File: config.mk
export PLATFORM = sky130hd
export DESIGN_NAME = sig_detect_quad
export DESIGN_NICKNAME = d
export VERILOG_FILES = /design/src/rtl/sigdet_pkg.sv /design/src/rtl/sigdet_limits.sv /design/src/rtl/sigdet_lane.sv /design/src/rtl/sig_detect_quad.sv
export SDC_FILE = /design/constraint.sdc
export NUM_CORES = 1
export LEC_CHECK = 0
export BUFFER_PORTS_ARGS = -buffer_cell sky130_fd_sc_hd__buf_2
export CORE_UTILIZATION = 55
export CTS_CLUSTER_DIAMETER = 150
export CTS_CLUSTER_SIZE = 24
export DETAILED_ROUTE_END_ITERATION = 6
export GPL_TIMING_DRIVEN = 0
export HOLD_SLACK_MARGIN = 0.15
export PLACE_DENSITY_LB_ADDON = 0.05
export SLEW_MARGIN = 20
export SYNTH_ARGS = -nofsm -noshare
export SYNTH_HDL_FRONTEND = slang
export SYNTH_HIERARCHICAL = 1
export SYNTH_SLANG_ARGS = --single-unit
File: constraint.sdc
create_clock -name clk -period 1.7 [get_ports clk]
set_input_delay 0.085 -clock clk [delete_from_list [all_inputs] [get_ports clk]]
set_output_delay 0.085 -clock clk [all_outputs]
set_load 0.02 [all_outputs]
File: src/rtl/sigdet_pkg.sv
package sigdet_pkg;

    function automatic int unsigned on_limit_mv(input logic [1:0] code);
        case (code)
            2'b00:   on_limit_mv = 130;
            2'b01:   on_limit_mv = 125;
            2'b10:   on_limit_mv = 150;
            default: on_limit_mv = 140;
        endcase
    endfunction

    function automatic int unsigned off_limit_mv(input logic [1:0] code);
        case (code)
            2'b00:   off_limit_mv = 60;
            2'b01:   off_limit_mv = 40;
            2'b10:   off_limit_mv = 105;
            default: off_limit_mv = 90;
        endcase
    endfunction

endpackage

File: src/rtl/sigdet_limits.sv
module sigdet_limits #(
    parameter int AMP_W = 10
) (
    input  logic [1:0]       on_code_i,
    input  logic [1:0]       off_code_i,
    output logic [AMP_W-1:0] on_mv_o,
    output logic [AMP_W-1:0] off_mv_o
);
    import sigdet_pkg::*;

    always_comb begin
        on_mv_o  = AMP_W'(on_limit_mv(on_code_i));
        off_mv_o = AMP_W'(off_limit_mv(off_code_i));
    end

endmodule

File: src/rtl/sigdet_lane.sv
module sigdet_lane #(
    parameter int AMP_W   = 10,
    parameter int ON_DLY  = 4,
    parameter int OFF_DLY = 16
) (
    input  logic             clk,
    input  logic             rst_n,
    input  logic             en_i,
    input  logic [AMP_W-1:0] amp_i,
    input  logic [AMP_W-1:0] on_mv_i,
    input  logic [AMP_W-1:0] off_mv_i,
    output logic             det_o
);
    localparam int MAX_DLY = (ON_DLY > OFF_DLY) ? ON_DLY : OFF_DLY;
    localparam int CNT_W   = $clog2(MAX_DLY + 1);
    localparam logic [CNT_W-1:0] ON_LAST  = CNT_W'(ON_DLY - 1);
    localparam logic [CNT_W-1:0] OFF_LAST = CNT_W'(OFF_DLY - 1);

    typedef struct packed {
        logic             det;
        logic [CNT_W-1:0] run;
    } lane_st_t;

    lane_st_t st_d, st_q;
    logic     qualify;
    logic [CNT_W-1:0] last;

    always_comb begin
        st_d    = st_q;
        qualify = st_q.det ? (amp_i < off_mv_i) : (amp_i > on_mv_i);
        last    = st_q.det ? OFF_LAST : ON_LAST;
        if (!en_i) begin
            st_d.det = 1'b0;
            st_d.run = '0;
        end else if (!qualify) begin
            st_d.run = '0;
        end else if (st_q.run == last) begin
            st_d.det = ~st_q.det;
            st_d.run = '0;
        end else begin
            st_d.run = st_q.run + 1'b1;
        end
    end

    always_ff @(posedge clk or negedge rst_n) begin
        if (!rst_n) st_q <= '0;
        else        st_q <= st_d;
    end

    assign det_o = st_q.det;

    // a rise is always preceded by an amplitude above the turn-on limit
    a_r4_rise_above: assert property (@(posedge clk) disable iff (!rst_n)
        $rose(st_q.det) |-> $past(en_i && (amp_i > on_mv_i)));

    // a fall while enabled is preceded by an amplitude below the turn-off limit
    a_r5_fall_below: assert property (@(posedge clk) disable iff (!rst_n)
        ($fell(st_q.det) && $past(en_i)) |-> $past(amp_i < off_mv_i));

    // disabling clears both the flag and the partial run
    a_r8_disable_clears: assert property (@(posedge clk) disable iff (!rst_n)
        !en_i |=> (!st_q.det && (st_q.run == '0)));

    generate
        if (ON_DLY > 1) begin : g_min_run
            // with a multi-cycle window, one qualifying cycle never suffices
            a_r6_no_single_cycle_rise: assert property (@(posedge clk) disable iff (!rst_n)
                $rose(st_q.det) |-> $past(amp_i > on_mv_i, 2));
        end
    endgenerate

endmodule

File: src/rtl/sig_detect_quad.sv
module sig_detect_quad #(
    parameter int NUM_LANES = 4,
    parameter int AMP_W     = 10,
    parameter int ON_DLY    = 4,
    parameter int OFF_DLY   = 16
) (
    input  logic                       clk,
    input  logic                       rst_n,
    input  logic [NUM_LANES*AMP_W-1:0] amp_i,
    input  logic [2*NUM_LANES-1:0]     on_code_i,
    input  logic [2*NUM_LANES-1:0]     off_code_i,
    input  logic                       oob_pass_i,
    input  logic                       auto_sleep_i,
    input  logic [NUM_LANES-1:0]       lane_en_i,
    output logic [NUM_LANES-1:0]       sig_det_o,
    output logic [NUM_LANES-1:0]       mute_o,
    output logic [NUM_LANES-1:0]       lane_on_o
);

    generate
        for (genvar n = 0; n < NUM_LANES; n++) begin : g_lane
            logic [AMP_W-1:0] on_mv, off_mv;

            sigdet_limits #(.AMP_W(AMP_W)) i_limits (
                .on_code_i  (on_code_i[2*n +: 2]),
                .off_code_i (off_code_i[2*n +: 2]),
                .on_mv_o    (on_mv),
                .off_mv_o   (off_mv)
            );

            sigdet_lane #(
                .AMP_W   (AMP_W),
                .ON_DLY  (ON_DLY),
                .OFF_DLY (OFF_DLY)
            ) i_lane (
                .clk      (clk),
                .rst_n    (rst_n),
                .en_i     (lane_en_i[n]),
                .amp_i    (amp_i[n*AMP_W +: AMP_W]),
                .on_mv_i  (on_mv),
                .off_mv_i (off_mv),
                .det_o    (sig_det_o[n])
            );

            always_comb begin
                mute_o[n]    = !oob_pass_i && !sig_det_o[n];
                lane_on_o[n] = lane_en_i[n] && (!auto_sleep_i || sig_det_o[n]);
            end

            // an effective enable never appears on a lane that is switched off
            a_r9_on_needs_enable: assert property (@(posedge clk) disable iff (!rst_n)
                lane_on_o[n] |-> lane_en_i[n]);
        end
    endgenerate

endmodule

==> reports/qor.yml, run 1 <==
clock_network:
  numCtsBuffers: 3
  cts_tree: "done"
  path_clk_slew_ns: 0.08
  h-tree-depth: 1
  clk_latency_ns: 0.26
  clk_path_buf_depth: 2
  clkSinkCount: 24
  clockRootBuffer: "clkbuf_8"
pwr:
  pwr-share-comb_pct: 56.2
  pwr-share-seq_pct: 28.4
  powerDensity_nw_per_um2: 348
  p_leak_nw: 2.81
  p_int_mw: 1.32
  power.share.clock_pct: 15.4
  ir_drop_v: 0.000298
  power_switching_uw: 784
  swShare_pct: 37.3
timing:
  slew_viol_final: 0
  fin_skew_ns: 0.00413
  slew_headroom_pct: 63.2
  hold_viol: 0
  worstMarginPinSlew_ns: 0.552
  min_period_ns: 1.81
  post-route-period-util_pct: 106
  fin_setup_tns_ns: -0.935
  setup_slack_ns: -0.110
  setup_viol: 17
  rsz0062_at_grt: "yes"
  fmax_mhz: 553
outcome:
  run_status: "complete, but fails checks"
  violations: "setup timing"
synthesis:
  synth_top_area_share_pct: 35.4
  synth_edf_count: 0
  syn_area_um2: 4100
  yosysSeqAreaShare_pct: 14.7
  syn_area_per_cell_um2: 8.07
  synth.ff_latch_count: 24
  syn_inst: 508
  yosysTopAreaCell: "ha_1"
  ys_warn_count: 6
  ys_top_cells_by_area: "ha_1, dfrtp_1, inv_1"
  synth.most_common_cell: "inv_1"
  synthArstFlopShare_pct: 100
  ys.flop_type: "dfrtp_1"
  netlist-cell-type-count: 28
  synth_common_cells: "inv_1, ha_1, a211oi_1, buf_4, dfrtp_1"
floorplan:
  core_um2: 7210
  dieArea_um2: 7800
  die_w_um: 88.3
  num_rows: 31
  io_pins: 76
  start_util_pct: 56.8
  die_height_um: 88.3
critical_path:
  crit_type: "in -> reg"
  rr_startpoint: "g_lane[1].i_lane/det_o"
  r2r-end: "g_lane[1].i_lane/det_o"
  crit_path_start: "on_code_i[7]"
  r2r_slack_ns: 0.02
  critPathMaxFanout: 5
  critPathCaptureType: "flop"
  cp.required_ns: 1.87
  critical_path.endpoint: "g_lane[3].i_lane/st_q[4]"
  rr_worst_depth: 3
  crit_arrival_ns: 1.98
  startpoint_type: "input pin"
cells_and_area:
  final_area_um2: 6040
  nets: 802
  areaGrowthSynthToFinish_pct: 47.5
  drive_gt1_share_pct: 45.8
  antennaDiodeCount: 0
place:
  hpwl_mm: 6.95
  port_buffers: 75
  placed_cell_area_um2: 5080
  gp_congestion: 0.799
detailed_routing:
  drtIter0Drc: 98
  avgViaCountPerCell: 5.18
  wl_per_cell_um: 13.9
  drc: 0
  vias: 3724
  ant_nets: 0
  drtPass1Iterations: 4
  finalWirelength_mm: 10.0
grt:
  antenna_found_initial: 0
  overflow: 0
  grt_pass1_vias: 3459
  grt_max_degree: 25
  grt_pass1_wl_mm: 14.2
  grt_use_total_pct: 22.5
run:
  drv_cap: 0
worst_hold_path:
  hp-class: "in -> async"
==> what timing repair did <==
action / in CTS / in global routing
endpoints found under the hold margin: 32 / 0
gates resized for setup: 65 / 92
gates cloned: 0 / 0
setup buffers: 9 / 5
setup endpoints to repair: 24 / 24
hold buffers: 5 / 0
pin swaps: 33 / 31
==> registers in the layout, indices dropped and copies added, names as in the netlist <==
signal	count
g_lane.i_lane/det_o	4
g_lane.i_lane/st_q	20
==> worst min-delay path by stage <==
stage	startpoint	endpoint	slack, ns	cells after the start
4_1_cts	rst_n	g_lane[1].i_lane/det_o	0.37	2
3_5_place_dp	rst_n	g_lane[1].i_lane/det_o	0.1	1
6_report	rst_n	g_lane[1].i_lane/det_o	0.38	2
3_3_place_gp	rst_n	g_lane[1].i_lane/det_o	0.10	1
5_1_grt	amp_i[39]	g_lane[3].i_lane/det_o	0.40	4
2_1_floorplan	rst_n	g_lane[0].i_lane/det_o	-0.21	0
==> layer usage <==
| metal | vias up | share of wire [%] | wire length, µm | track usage (%) |
|---|---|---|---|---|
| met5 | - | 0 | 0 | 0 |
| met2 | 99 | 54 | 5410 | 44.8 |
| met4 | 0 | 2.6 | 257 | 3.52 |
| met1 | 1733 | 40 | 4010 | 26.0 |
| met3 | 22 | 3.2 | 317 | 2.33 |
| li1 | 1870 | - | - | - |
==> kinds of logic after synthesis <==
logic type | synth area share, %
flops | 14.7
xor+xnor | 2.56
other cells | 0.733
fa+ha+maj | 35.4
buf+inv | 18.9
simple gates | 11.6
compound gates | 16.1
==> cell usage in the layout, fill, tap and decap left out, drive strengths merged, types with 5 or more instances in the layout <==
cell type / synthesis / layout
a211oi: 32 / 32
ha: 116 / 116
inv: 124 / 121
nand2b: 8 / 8
conb: 8 / 24
a21oi: 16 / 16
or2: 8 / 8
buf: 32 / 120
nor3: 16 / 16
nand3: 8 / 8
dlygate4sd3: 0 / 5
nand2: 16 / 16
nand4: 12 / 12
o21ai: 28 / 28
nor2: 12 / 12
dfrtp: 24 / 24
xor2: 8 / 8
==> through the flow <==
stage | power, mW | worst slack [ns] | std cells | hold WS (ns) | util [%]
2_1_floorplan | 1.20 | -0.0184 | 524 | -0.211 | -
3_3_place_gp | 1.44 | -0.432 | 698 | 0.101 | 70.4
3_5_place_dp | 1.48 | -0.496 | 698 | 0.0985 | 70.4
4_1_cts | 1.90 | -0.0948 | 714 | 0.365 | 76.6
5_1_grt | 2.27 | -0.193 | 719 | 0.403 | 83.8
6_report | 2.10 | -0.110 | 719 | 0.376 | 83.8
==> area by class of cell <==
| type | count | area [µm²] |
|---|---|---|
| Timing Repair Buffer | 94 | 661 |
| Multi-Input combinational cell | 340 | 3760 |
| Clock buffer | 3 | 41.3 |
| Buffer | 31 | 244 |
| Sequential cell | 24 | 601 |
| Fill cell | 448 | 1170 |
| Tap cell | 99 | 124 |
| Inverter | 128 | 613 |
==> power groups by stage <==
stage / logic (mW) / clock network [mW] / registers [mW]
floorplan: 0.592 / 0 / 0.605
global placement: 0.832 / 0 / 0.605
detailed placement: 0.872 / 0 / 0.606
CTS: 0.978 / 0.328 / 0.596
global route: 1.32 / 0.349 / 0.599
finish: 1.18 / 0.324 / 0.597
==> worst max-delay path, stage by stage <==
cell and delay (ns):
buf_12 0.11, clkinv_8 0.05, ha_4 0.14, buf_6 0.10
inv_4 0.03, ha_4 0.24, nand4_1 0.18, a211oi_2 0.33
a2111oi_4 0.09, or3_4 0.39, a211oi_2 0.22
Note: power is estimated with default switching activity, not from simulation.
==> run 2: changes to the inputs <==
- REMOVE_ABC_BUFFERS: unset -> 1
==> run 2 against run 1 <==
  * Sequential share of layout area grew 0.89 points
  * First-iteration DRC count increased by 15%
  * Die area stayed put
  * Count of clock-buffer cells in the layout is the same
  * Global-route usage shrank 0.25 points
  * Largest power group unchanged
  * Critical endpoint is now g_lane[0].i_lane/st_q[4]
  * Core utilization decreased by 6.9 points
  * Critical path depth unchanged
  * The flow still finishes with violations (setup timing)
  * Clock skew is 0.0038 ns higher
  * Hold slack worse by 0.054 ns
  * Combinational power down 12%
  * Clock power grew 55%
  * Via count down 5.2%
==> reports/qor.yml, run 2 (synthesis gave the netlist of run 1 again) <==
grt:
  antenna_found_initial: 0  # unchanged
  grt_pass1_vias: 3367  # -2.7%
  grt_use_total_pct: 22.2  # -0.25 points
  grt_max_degree: 25  # unchanged
  overflow: 0  # unchanged
  grt_pass1_wl_mm: 14.0  # -1.1%
detailed_routing:
  avgViaCountPerCell: 5.11  # -1.3%
  ant_nets: 0  # unchanged
  vias: 3529  # -5.2%
  drtIter0Drc: 113  # +15%
  wl_per_cell_um: 13.4  # -3.8%
  drtPass1Iterations: 4  # unchanged
  finalWirelength_mm: 9.23  # -7.7%
  drc: 0  # unchanged
timing:
  fin_setup_tns_ns: -0.674  # +0.261 ns
  fmax_mhz: 555  # +0.47%
  rsz0062_at_grt: "yes"
  post-route-period-util_pct: 106  # -0.50 points
  fin_skew_ns: 0.00794  # +0.00381 ns
  setup_viol: 10  # -7
  slew_viol_final: 0  # unchanged
  slew_headroom_pct: 63.3  # +0.15 points
  min_period_ns: 1.80  # -0.00854 ns
  setup_slack_ns: -0.101  # +0.00854 ns
  worstMarginPinSlew_ns: 0.550  # -0.00218 ns
  hold_viol: 0  # unchanged
cells_and_area:
  top_register: "g_lane.i_lane/st_q"
  mostFrequentLayoutCells: "inv_1, ha_1, buf_2, ha_4"
  areaGrowthSynthToFinish_pct: 35.4
  drive_gt1_share_pct: 36.5  # -9.3 points
  nets: 772  # -3.7%
  final_cell_count_no_fill: 690  # -4.0%
  largest_reg_flops: 20  # unchanged
  antennaDiodeCount: 0  # unchanged
  final_common_cell: "inv_1"
clock_network:
  cts_tree: "done"
  h-tree-depth: 1  # unchanged
  clk_path_buf_depth: 2  # unchanged
  clk_latency_ns: 0.27  # about the same
  clockRootBuffer: "clkbuf_8"
  path_clk_slew_ns: 0.09  # about the same
  numCtsBuffers: 3  # unchanged
  clkSinkCount: 24  # unchanged
floorplan:
  io_pins: 76  # unchanged
  num_rows: 31  # unchanged
  core_um2: 7210  # unchanged
  start_util_pct: 56.8  # unchanged
  die_w_um: 88.3  # unchanged
  die_height_um: 88.3  # unchanged
  dieArea_um2: 7800  # unchanged
outcome:
  violations: "setup timing"
  run_status: "complete, but fails checks"
critical_path:
  startpoint_type: "input pin"
  path_cells: "buf_12 -> clkinv_8 -> ha_4 -> or2_1 -> inv_2 -> ha_4 -> nand4_1 -> a211oi_2 -> a2111oi_4 -> or3_4 -> a211oi_2"
  cp.required_ns: 1.89  # +0.02 ns
  crit_arrival_ns: 1.99  # about the same
  crit_slowest_cell: "or3_4"
  rr_startpoint: "g_lane[1].i_lane/det_o"
  critPathMaxFanout: 5  # unchanged
  max_stage_delay_ns: 0.45  # +0.06 ns
  critPathCaptureType: "flop"
  crit_type: "in -> reg"
  crit_path_start: "on_code_i[1]"
pwr:
  powerDensity_nw_per_um2: 386  # +11%
  p_leak_nw: 2.67  # -5.0%
  ir_drop_v: 0.000292  # -2.1%
place:
  port_buffers: 75  # unchanged
  place_inst: 666  # -4.6%
  hpwl_mm: 6.30  # -9.3%
  gp_congestion: 0.789  # -1.3%
run:
  drv_cap: 0  # unchanged
worst_hold_path:
  hp-class: "in -> async"
run 2: changes by cell type in the layout (fill, tap and decap cells not counted), moves of 3 or more:
| cell | before | now |
|---|---|---|
| buf_4 | 42 | 12 |
| ha_1 | 55 | 76 |
| ha_4 | 54 | 33 |
| inv_1 | 76 | 98 |
| inv_2 | 32 | 15 |
| inv_4 | 11 | 5 |
| nor3_1 | 14 | 11 |
| nor3_2 | 2 | 5 |
run 2: report_power, final:
part	internal (mW)	total (mW)	switching [mW]
Clock	0.315	0.503	0.188
Sequential	0.584	0.597	0.0128
Combinational	0.489	1.04	0.554
run 2: layout make-up:
cell class,count,area (µm²)
Multi-Input combinational cell,340,3500
Fill cell,520,1670
Timing Repair Buffer,95,663
Sequential cell,24,601
Inverter,128,591
Tap cell,99,124
Clock buffer,3,41.3
Clock inverter,1,30.0
run 2: metrics by stage:
stage	hold WS, ns	power [mW]	area (µm²)	utilization (%)	setup slack [ns]
6_report	0.322	2.14	5550	76.9	-0.101
5_1_grt	0.371	2.32	5550	76.9	-0.167
4_1_cts	0.337	1.99	5100	70.8	-0.0128
3_5_place_dp	0.104	1.31	4420	61.2	-0.693
3_3_place_gp	0.102	1.28	4420	61.2	-0.639
2_1_floorplan	-0.211	1.06	3920	-	-0.207
run 2: path summary, 6_finish.rpt:
| check | cells after the start | endpoint | slack [ns] |
|---|---|---|---|
| setup / recovery | 11 | g_lane[0].i_lane/st_q[4] | -0.10 |
| hold reg to reg | 1 | g_lane[2].i_lane/st_q[0] | 0.47 |
| setup reg to reg | 4 | g_lane[1].i_lane/st_q[2] | 0.06 |
| max in group asynchronous | 2 | g_lane[2].i_lane/st_q[1] | 1.00 |
| hold / removal | 2 | g_lane[0].i_lane/st_q[1] | 0.32 |
| min in group clk | 4 | g_lane[1].i_lane/st_q[1] | 0.37 |
run 2: worst max-delay path: cells and delay by family:
| kind | cells | cell delay, ns |
|---|---|---|
| AND/OR/NAND/NOR | 3 | 0.80 |
| AO/OA/AOI/OAI | 3 | 0.54 |
| adder cells (fa/ha/maj) | 2 | 0.31 |
| buffers and inverters | 3 | 0.24 |
run 2: metal layers:
metal  global-route usage, %  routed length [µm]  up-vias
li1                        -                   -     1807
met1                    27.2                3870     1642
met2                    42.4                5030       62
met3                    1.59                 202       18
met4                    4.55                 133        0
met5                       0                   0        -
run 2: repair_timing:
action                                  in CTS  in global routing
resized for setup                          117                 77
cloned                                       0                  0
hold buffers                                 5                  0
pin swaps                                   58                 35
setup buffers                                9                  6
endpoints found under the setup margin      24                 24
endpoints found under the hold margin       32                  0
